===== src/rtl/exc_pkg.sv =====
package exc_pkg;

   typedef enum logic [2:0] {
      EXC_GEN    = 3'd0,
      EXC_REFILL = 3'd1,
      EXC_NMI    = 3'd2,
      EXC_SRST   = 3'd3,
      EXC_DBG    = 3'd4
   } exc_class_e;

   // offsets relative to the boot base / RAM base
   localparam logic [31:0] OFS_GEN_BOOT = 32'h0000_0200;
   localparam logic [31:0] OFS_OTHER    = 32'h0000_0180;
   localparam logic [31:0] OFS_DEBUG    = 32'h0000_0480;

   // saved-PC level indices
   localparam int unsigned LVL_GEN = 0;
   localparam int unsigned LVL_ERR = 1;
   localparam int unsigned LVL_DBG = 2;
   localparam int unsigned NLVL    = 3;

   localparam int unsigned CODE_W  = 5;

endpackage


===== src/rtl/exc_vec_sel.sv =====
module exc_vec_sel
   import exc_pkg::*;
#(
   parameter int unsigned XLEN      = 32,
   parameter logic [31:0] BOOT_BASE = 32'hBFC0_0000,
   parameter logic [31:0] RAM_BASE  = 32'h8000_0000
) (
   input  exc_class_e       cls_i,
   input  logic             exl_i,
   input  logic             bev_i,
   output logic [XLEN-1:0]  vec_o
);

   localparam logic [XLEN-1:0] BOOT_X  = XLEN'($signed(BOOT_BASE));
   localparam logic [XLEN-1:0] RAM_X   = XLEN'($signed(RAM_BASE));
   localparam logic [XLEN-1:0] GBOOT_X = BOOT_X + XLEN'(OFS_GEN_BOOT);
   localparam logic [XLEN-1:0] DBG_X   = BOOT_X + XLEN'(OFS_DEBUG);
   localparam logic [XLEN-1:0] OTH_X   = XLEN'(OFS_OTHER);

   logic [XLEN-1:0] base;
   logic [XLEN-1:0] ofs;

   always_comb begin
      base = bev_i ? GBOOT_X : RAM_X;
      ofs  = (cls_i == EXC_REFILL && !exl_i) ? '0 : OTH_X;
      unique case (cls_i)
         EXC_NMI, EXC_SRST: vec_o = BOOT_X;
         EXC_DBG:           vec_o = DBG_X;
         default:           vec_o = base + ofs;
      endcase
   end

endmodule


===== src/rtl/exc_save_bank.sv =====
module exc_save_bank #(
   parameter int unsigned XLEN       = 32,
   parameter int unsigned NLVL       = 3,
   parameter int unsigned INSN_BYTES = 4
) (
   input  logic                      clk,
   input  logic                      rst_n,
   input  logic [XLEN-1:0]           pc_i,
   input  logic                      dslot_i,
   input  logic [NLVL-1:0]           we_i,
   output logic [NLVL-1:0][XLEN-1:0] save_o
);

   localparam logic [XLEN-1:0] STEP = XLEN'(INSN_BYTES);

   logic [XLEN-1:0] resume_pc;
   assign resume_pc = dslot_i ? pc_i - STEP : pc_i;

   for (genvar g = 0; g < NLVL; g++) begin : g_lvl
      always_ff @(posedge clk) begin
         if (!rst_n)
            save_o[g] <= '0;
         else if (we_i[g])
            save_o[g] <= resume_pc;
      end
   end

endmodule


===== src/rtl/exc_seq.sv =====
module exc_seq
   import exc_pkg::*;
#(
   parameter int unsigned XLEN       = 32,
   parameter int unsigned INSN_BYTES = 4,
   parameter logic [31:0] BOOT_BASE  = 32'hBFC0_0000,
   parameter logic [31:0] RAM_BASE   = 32'h8000_0000
) (
   input  logic              clk,
   input  logic              rst_n,
   input  logic [XLEN-1:0]   pc_i,
   input  logic              in_dslot_i,
   input  logic              exc_req_i,
   input  logic [2:0]        exc_class_i,
   input  logic [4:0]        exc_code_i,
   input  logic              eret_i,
   input  logic              deret_i,
   input  logic              st_exl_i,
   input  logic              st_erl_i,
   input  logic              st_bev_i,
   output logic              redirect_o,
   output logic [XLEN-1:0]   npc_o,
   output logic [XLEN-1:0]   epc_o,
   output logic [XLEN-1:0]   errorepc_o,
   output logic [XLEN-1:0]   depc_o,
   output logic [31:0]       cause_o,
   output logic              dbg_mode_o,
   output logic              exl_set_o,
   output logic              exl_clr_o,
   output logic              erl_set_o,
   output logic              erl_clr_o,
   output logic              bev_set_o,
   output logic              nmi_set_o,
   output logic              sr_set_o,
   output logic              ll_clr_o
);

   if (XLEN != 32 && XLEN != 64) begin : g_bad_xlen
      $error("exc_seq: XLEN must be 32 or 64");
   end
   if (INSN_BYTES == 0 || INSN_BYTES > 8) begin : g_bad_insn
      $error("exc_seq: INSN_BYTES out of range");
   end

   exc_class_e cls;
   assign cls = exc_class_e'(exc_class_i);

   logic take_gen, gen_first, take_err, take_dbg, do_eret, do_deret;
   always_comb begin
      take_err  = exc_req_i && (cls == EXC_NMI || cls == EXC_SRST);
      take_dbg  = exc_req_i && (cls == EXC_DBG);
      take_gen  = exc_req_i && !take_err && !take_dbg;
      gen_first = take_gen && !st_exl_i;
      do_eret   = eret_i && !exc_req_i;
      do_deret  = deret_i && !exc_req_i && !eret_i;
   end

   logic [XLEN-1:0] vec;
   exc_vec_sel #(
      .XLEN(XLEN), .BOOT_BASE(BOOT_BASE), .RAM_BASE(RAM_BASE)
   ) u_vec (
      .cls_i(cls), .exl_i(st_exl_i), .bev_i(st_bev_i), .vec_o(vec)
   );

   logic [NLVL-1:0]           save_we;
   logic [NLVL-1:0][XLEN-1:0] saved;
   assign save_we[LVL_GEN] = gen_first;
   assign save_we[LVL_ERR] = take_err;
   assign save_we[LVL_DBG] = take_dbg;

   exc_save_bank #(
      .XLEN(XLEN), .NLVL(NLVL), .INSN_BYTES(INSN_BYTES)
   ) u_bank (
      .clk(clk), .rst_n(rst_n), .pc_i(pc_i), .dslot_i(in_dslot_i),
      .we_i(save_we), .save_o(saved)
   );

   assign epc_o      = saved[LVL_GEN];
   assign errorepc_o = saved[LVL_ERR];
   assign depc_o     = saved[LVL_DBG];

   logic              bd_q, dbg_q;
   logic [CODE_W-1:0] code_q;

   always_ff @(posedge clk) begin
      if (!rst_n) begin
         redirect_o <= 1'b0;
         npc_o      <= '0;
         exl_set_o  <= 1'b0;
         exl_clr_o  <= 1'b0;
         erl_set_o  <= 1'b0;
         erl_clr_o  <= 1'b0;
         bev_set_o  <= 1'b0;
         nmi_set_o  <= 1'b0;
         sr_set_o   <= 1'b0;
         ll_clr_o   <= 1'b0;
         bd_q       <= 1'b0;
         dbg_q      <= 1'b0;
         code_q     <= '0;
      end else begin
         redirect_o <= exc_req_i || eret_i || deret_i;
         if (exc_req_i)
            npc_o <= vec;
         else if (do_eret)
            npc_o <= st_erl_i ? saved[LVL_ERR] : saved[LVL_GEN];
         else if (do_deret)
            npc_o <= saved[LVL_DBG];
         exl_set_o <= gen_first;
         exl_clr_o <= do_eret && !st_erl_i;
         erl_set_o <= take_err;
         erl_clr_o <= do_eret && st_erl_i;
         bev_set_o <= take_err;
         nmi_set_o <= exc_req_i && cls == EXC_NMI;
         sr_set_o  <= exc_req_i && cls == EXC_SRST;
         ll_clr_o  <= do_eret || do_deret;
         if (take_gen)
            code_q <= exc_code_i;
         if (gen_first)
            bd_q <= in_dslot_i;
         if (take_dbg)
            dbg_q <= 1'b1;
         else if (do_deret)
            dbg_q <= 1'b0;
      end
   end

   assign dbg_mode_o = dbg_q;
   assign cause_o    = {bd_q, 24'd0, code_q, 2'b00};

endmodule


===== config.mk =====
export PLATFORM = sky130hd
export DESIGN_NAME = exc_seq
export DESIGN_NICKNAME = d
export VERILOG_FILES = /design/src/rtl/exc_pkg.sv /design/src/rtl/exc_vec_sel.sv /design/src/rtl/exc_save_bank.sv /design/src/rtl/exc_seq.sv
export SDC_FILE = /design/constraint.sdc
export NUM_CORES = 1
export LEC_CHECK = 0
export BUFFER_PORTS_ARGS = -buffer_cell sky130_fd_sc_hd__buf_2
export CORE_ASPECT_RATIO = 1.1
export CORE_UTILIZATION = 50
export CTS_CLUSTER_DIAMETER = 50
export DETAILED_ROUTE_END_ITERATION = 12
export HOLD_SLACK_MARGIN = 0.05
export PLACE_DENSITY = 0.78
export SLEW_MARGIN = 20
export SYNTH_ARGS = -nofsm -noshare
export SYNTH_HDL_FRONTEND = slang
export SYNTH_SLANG_ARGS = --single-unit
export TNS_END_PERCENT = 50

===== constraint.sdc =====
create_clock -name clk -period 4.25 [get_ports clk]
set_input_delay 0.6375 -clock clk [delete_from_list [all_inputs] [get_ports clk]]
set_output_delay 0.6375 -clock clk [all_outputs]
set_load 0.03 [all_outputs]

==> metrics.yaml, run 1 <==
row_count: 42
start_util: 0.5209
setup_viol: 0
io_buffers: 192
power.leakage_nw: 3.371
htreeDepth: 4
ant_nets: 0
synth_cells: 697
die_h_um: 120.2
ios: 219
fin_cells: 1021
cp-start-kind: "input pin"
synth_edf_count: 0
track_usage: 0.2776
drc: 0
vias_per_cell: 5.836
grt_pass1_vias: 5270
post-route-period-util: 0.5683
cts-resized-gates: 0
netlist_area_um2: 6351
cts_tree: "built"
multi_input_area_um2: 3139
yosysSeqAreaShare: 0.4507
layout-drive-gt1-share: 0.2860
yosys_warnings: 0
final_core_util: 0.6391
fin_crit_ns: 2.415
synth_flop_cell: "dfxtp_1"
first_pass_iters: 5
fp.dieArea_um2: 13160
end_kind: "flip-flop"
n_antenna_cell: 0
cts_root_buf: "clkbuf_16"
clkSinkCount: 143
final_hold_viol_count: 0
dp.cells: 990
cts_hold_buffers: 0
fillCellCount: 1034
drt_wl_total_mm: 18.08
total_power_mw: 3.369
holdWs_ns: 0.4555
core-area_um2: 12190
clk_latency_ns: 0.42
fin_skew_ns: 0.008937
hold_path_class: "in2reg"
cp_data_arrival_time_ns: 2.69
via_count: 5959
drv_slew: 0
peakVddDrop_uv: 229.6
cts-buffers-inserted: 17
regArea_um2: 2863
grt_pass1_wl_mm: 27.95
synth_cell_types: 48
layout_commonest_cell: "buf_2"
worstPathRequired_ns: 4.52
crit_type: "in2reg"
antenna_found_initial: 0
tightest_slew_ns: 1.062
cts_setup_buffers: 0
drt_iter0_drc: 532
ys_ff_latch: 143
grt_max_degree: 77
status: "finished clean"
place.gp.congestion: 0.7988
clkTransAtPathRegs_ns: 0.06
drv_cap: 0
relSlewSlack: 0.2907
grt_overflow: 0
setup_tns_ns: 0
critPathMaxFanout: 13
wl_per_cell_um: 17.71
cts_buffer_depth: 2
final_cell_mix: "buf_2, dfxtp_1, o21ai_0, a211oi_1, nor2_1"
syn_to_final_growth_pct: 22.68
p_per_area_nw_per_um2: 432.4
rsz0062_at_grt: "no"
hpwl_mm: 12.21
die_width_um: 109.5
synth_area_per_cell_um2: 9.112
max_freq_mhz: 414.1
async_flop_share: 0
nets: 905
==> path summary, 6_finish.rpt <==
path         slack (ns)                end               from  cells after the start
max                1.83  u_bank.save_o[86]            pc_i[6]                      5
min                0.46          code_q[3]      exc_code_i[3]                      3
max reg2reg        3.11          npc_o[29]  u_bank.save_o[61]                      3
min reg2reg        0.49          code_q[0]          code_q[0]                      2
==> per-layer routing <==
layer	part of all wire	vias up	track usage
met2	0.48	253	0.4481
met4	0.022	0	0.1017
li1	-	2870	-
met5	0	-	0
met3	0.070	30	0.06038
met1	0.43	2806	0.3621
==> cell usage after synthesis, drive strengths merged (6+ instances only) <==
library cell / instances / area share
clkbuf: 48 / 0.028
a211oi: 71 / 0.084
o21ai: 72 / 0.057
a31oi: 46 / 0.045
nand3: 6 / 0.0055
mux2i: 44 / 0.069
buf: 38 / 0.041
dfxtp: 143 / 0.45
nor3: 7 / 0.0063
and2: 6 / 0.0059
or4: 14 / 0.020
or3: 8 / 0.0079
xor2: 11 / 0.015
nor2b: 21 / 0.021
nand2: 13 / 0.0077
a21oi: 25 / 0.020
nor4: 7 / 0.0089
o31a: 6 / 0.0083
o31ai: 11 / 0.013
nor2: 62 / 0.037
==> cell families after synthesis <==
kind of cell	count (synthesis)	share of synthesized area
AOI/OAI and AO/OA	244	0.2461
and+or+nand+nor	160	0.1409
DFF	143	0.4507
buffers and inverters	91	0.07250
muxes	44	0.06935
xor gates and xnor gates	13	0.01793
adders and majority gates	1	0.001970
other	1	0.0005904
==> registers in the layout (all words and copies together) (netlist names) <==
name	count
bd_q	1
bev_set_o	1
code_q	5
dbg_mode_o	1
erl_clr_o	1
exl_clr_o	1
exl_set_o	1
ll_clr_o	1
nmi_set_o	1
npc_o	32
redirect_o	1
sr_set_o	1
u_bank.save_o	96
==> stage by stage <==
step,cell area [µm²],worst slack (ns)
detailed placement,7232,1.448
floorplan,6445,2.022
global placement,7232,1.562
global route,7791,1.598
CTS,7789,1.870
finish,7791,1.835
==> critical path: stages <==
cell	delay, ns
buf_2	0.13
nor3_1	0.51
nand3_1	0.54
o41ai_1	0.69
a31oi_1	0.17
==> final cells by class <==
cell class	instances	area share
multi-input cells	488	0.4029
flip-flops and latches	143	0.3674
repair buffers	200	0.1310
clock buffers	19	0.05685
well taps	154	0.02473
clock inverters	12	0.01461
inverters	5	0.002409
==> power by group <==
part           switching (mW)  internal, mW
registers              0.0443          1.41
logic                   0.361         0.146
clock network           0.590         0.820
total                   0.996          2.37
(Power assumes the default switching activity.)
==> inputs of run 2 (changes only) <==
--- a/config.mk
+++ b/config.mk
@@ -7,11 +7,11 @@
 export LEC_CHECK = 0
 export BUFFER_PORTS_ARGS = -buffer_cell sky130_fd_sc_hd__buf_2
 export CORE_ASPECT_RATIO = 1.1
-export CORE_UTILIZATION = 50
+export CORE_UTILIZATION = 45
 export CTS_CLUSTER_DIAMETER = 50
 export DETAILED_ROUTE_END_ITERATION = 12
 export HOLD_SLACK_MARGIN = 0.05
-export PLACE_DENSITY = 0.78
+export PLACE_DENSITY = 0.74
 export SLEW_MARGIN = 20
 export SYNTH_ARGS = -nofsm -noshare
 export SYNTH_HDL_FRONTEND = slang
==> constraint.sdc (replaced) <==
create_clock -name clk -period 2 [get_ports clk]
set_input_delay 0.3 -clock clk [delete_from_list [all_inputs] [get_ports clk]]
set_output_delay 0.3 -clock clk [all_outputs]
set_load 0.03 [all_outputs]
==> run 2 against run 1 <==
Against the previous run: total power up 120%; register-to-register slack worse by 2.2 ns; die area up 11%; flip-flop and latch count unchanged; clock-buffer cell count unchanged; sequential power up 110%; setup slack worse by 1.5 ns; clock power up 130%; clock skew down 0.0016 ns; global-route usage down 2.0 points; largest power group is now clock; highest routed layer unchanged.
==> metrics.yaml, run 2 (synthesis results as in run 1) <==
status: "finished clean"
post-place-ws_ns: -0.08221  # -1.530 ns
clkSinkCount: 143  # unchanged
critPathMaxFanout: 3  # -10
p_switching_mw: 2.117  # +110%
antenna_found_initial: 1  # +1
power.leakage_nw: 3.620  # +7.4%
ant_nets: 0  # unchanged
power_frac_comb: 0.152  # +0.002
regArea_um2: 2863  # unchanged
grt_pass1_vias: 5356  # +1.6%
cts_hold_buffers: 0  # unchanged
total_power_mw: 7.488  # +120%
fin_skew_ns: 0.007296  # -0.001641 ns
end_kind: "flip-flop"
hold_path_class: "in2reg"
cts_buffer_depth: 2  # unchanged
io_buffers: 192  # unchanged
crit_buf_inv: 1  # unchanged
cts_root_buf: "clkbuf_16"
fp.dieArea_um2: 14590  # +11%
drt_wl_total_mm: 18.66  # +3.2%
cpMostUsedCell: "or4_4"
dr_wl_met2_mm: 8.971  # +3.6%
p_per_area_nw_per_um2: 906.1  # +110%
cp_cell_sequence: "buf_2 > or4_4 > or4_1 > or4_4 > a31oi_1"
drv_cap: 0  # unchanged
core-area_um2: 13790  # +13%
setup_viol: 0  # unchanged
drt_iter0_drc: 368  # -31%
die_width_um: 115.3  # +5.3%
cts_setup_buffers: 0  # unchanged
ios: 219  # unchanged
cp_data_arrival_time_ns: 2.02  # -0.67 ns
dr_wl_met3_mm: 1.291  # +2.6%
wl_per_cell_um: 17.04  # -3.8%
slowest_stage: "or4_4"
final_cell_mix: "buf_2, dfxtp_1, o21ai_0, a211oi_1, nor2_1"
largest_register_ffs: 96  # unchanged
htreeDepth: 4  # unchanged
clkTransAtPathRegs_ns: 0.06  # about the same
start_util: 0.4604  # -0.06053
multi_input_area_um2: 3137  # about the same
cp-start-kind: "input pin"
crit_path_start: "pc_i[27]"
cts-buffers-inserted: 17  # unchanged
vias_per_cell: 5.506  # -5.7%
fin_crit_ns: 1.669
wl_met1_mm: 8.091  # +4.0%
final_hold_viol_count: 0  # unchanged
first_pass_iters: 5  # unchanged
die_h_um: 126.6  # +5.3%
top_register: "u_bank.save_o"
clk_latency_ns: 0.42  # about the same
via_count: 6029  # +1.2%
row_count: 45  # +7.1%
crit_type: "in2reg"
layout-drive-gt1-share: 0.3179  # +0.03184
drv_slew: 0  # unchanged
setup_tns_ns: 0  # unchanged
rsz0062_at_grt: "no"
tightest_slew_ns: 0.8683  # -0.1935 ns
place.gp.congestion: 0.8773  # +9.8%
min_from: "exc_code_i[3]"
slowest_delay_ns: 0.55  # -0.14 ns
hpwl_mm: 13.13  # +7.6%
critPathTopFamily: "simple AND/OR/NAND/NOR gates"
drc: 0  # unchanged
holdWs_ns: 0.1189  # -0.3366 ns
cts_tree: "built"
peakVddDrop_uv: 505.1  # +120%
cts-resized-gates: 0  # unchanged
max_freq_mhz: 599.2
rr_startpoint: "u_bank.save_o[61]"
layout_commonest_cell: "buf_2"
nets: 943  # +4.2%
post-route-period-util: 0.8344
clkPwrFrac: 0.437  # +0.018
p_seq_frac: 0.412  # -0.019
syn_to_final_growth_pct: 30.12
grt_pass1_wl_mm: 28.79  # +3.0%
track_usage: 0.2578  # -0.01985
internal_power_mw: 5.371  # +130%
largest_registers: "u_bank.save_o x96, npc_o x32, code_q x5"
fillCellCount: 1191  # +15%
setup_ws_ns: 0.3312  # -1.504 ns
worstPathRequired_ns: 2.35  # -2.17 ns
switching_share: 0.2828  # -0.01276
highest-signal-layer: "met4"
grt_overflow: 0  # unchanged
relSlewSlack: 0.4150  # +0.1243
grt_max_degree: 47  # -39%
[run 2: cell types whose count changed in the layout (fill, tap and decap cells not counted)]
cell | previous run | this run
buf_4 | 8 | 39
buf_12 | 0 | 7
bufinv_16 | 1 | 3
clkinv_4 | 3 | 1
and4b_2 | 0 | 1
and4b_4 | 1 | 0
clkbuf_1 | 1 | 0
clkbuf_8 | 1 | 2
clkinv_2 | 2 | 3
diode_2 | 0 | 1
[run 2: cell type report]
class	instances	share of cell area
Antenna cell	1	0.0003028
Clock buffer	19	0.05481
Clock inverter	13	0.01953
Inverter	5	0.002271
Multi-Input combinational cell	488	0.3796
Sequential cell	143	0.3464
Tap cell	188	0.02846
Timing Repair Buffer	238	0.1687
[run 2: tightest hold or removal path: cells and delay by family]
kind / cells / cell delay [ns]
buffers and inverters: 1 / 0.08
and+or+nand+nor: 1 / 0.07
muxes: 1 / 0.05
[run 2: power groups by stage]
stage               Combinational (mW)  Clock [mW]  Sequential [mW]
floorplan                        0.506           0             3.41
global placement                  1.12           0             3.14
detailed placement                1.13           0             3.14
CTS                               1.13        3.30             3.08
global route                      1.22        3.43             3.10
finish                            1.14        3.27             3.08
[run 2: path summary, 6_finish.rpt]
path                                     endpoint  slack [ns]  depth (start not counted)
worst min register to register               bd_q        0.49                          2
worst min-delay path                    code_q[3]        0.12                          3
worst max-delay path            u_bank.save_o[63]        0.33                          5
worst max register to register          npc_o[29]        0.91                          3
[run 2: per-layer routing]
layer | up-vias | track usage
met2 | 252 | 0.4206
met3 | 26 | 0.06976
li1 | 2941 | -
met4 | 0 | 0.08480
met1 | 2810 | 0.3283
met5 | - | 0
[run 2: stage by stage]
step	std cells	util	area (µm²)
CTS	1094	0.5989	8262
finish	1095	0.5991	8264
global placement	1062	0.5544	7647
global route	1094	0.5989	8262
floorplan	722	-	6445
detailed placement	1062	0.5544	7647
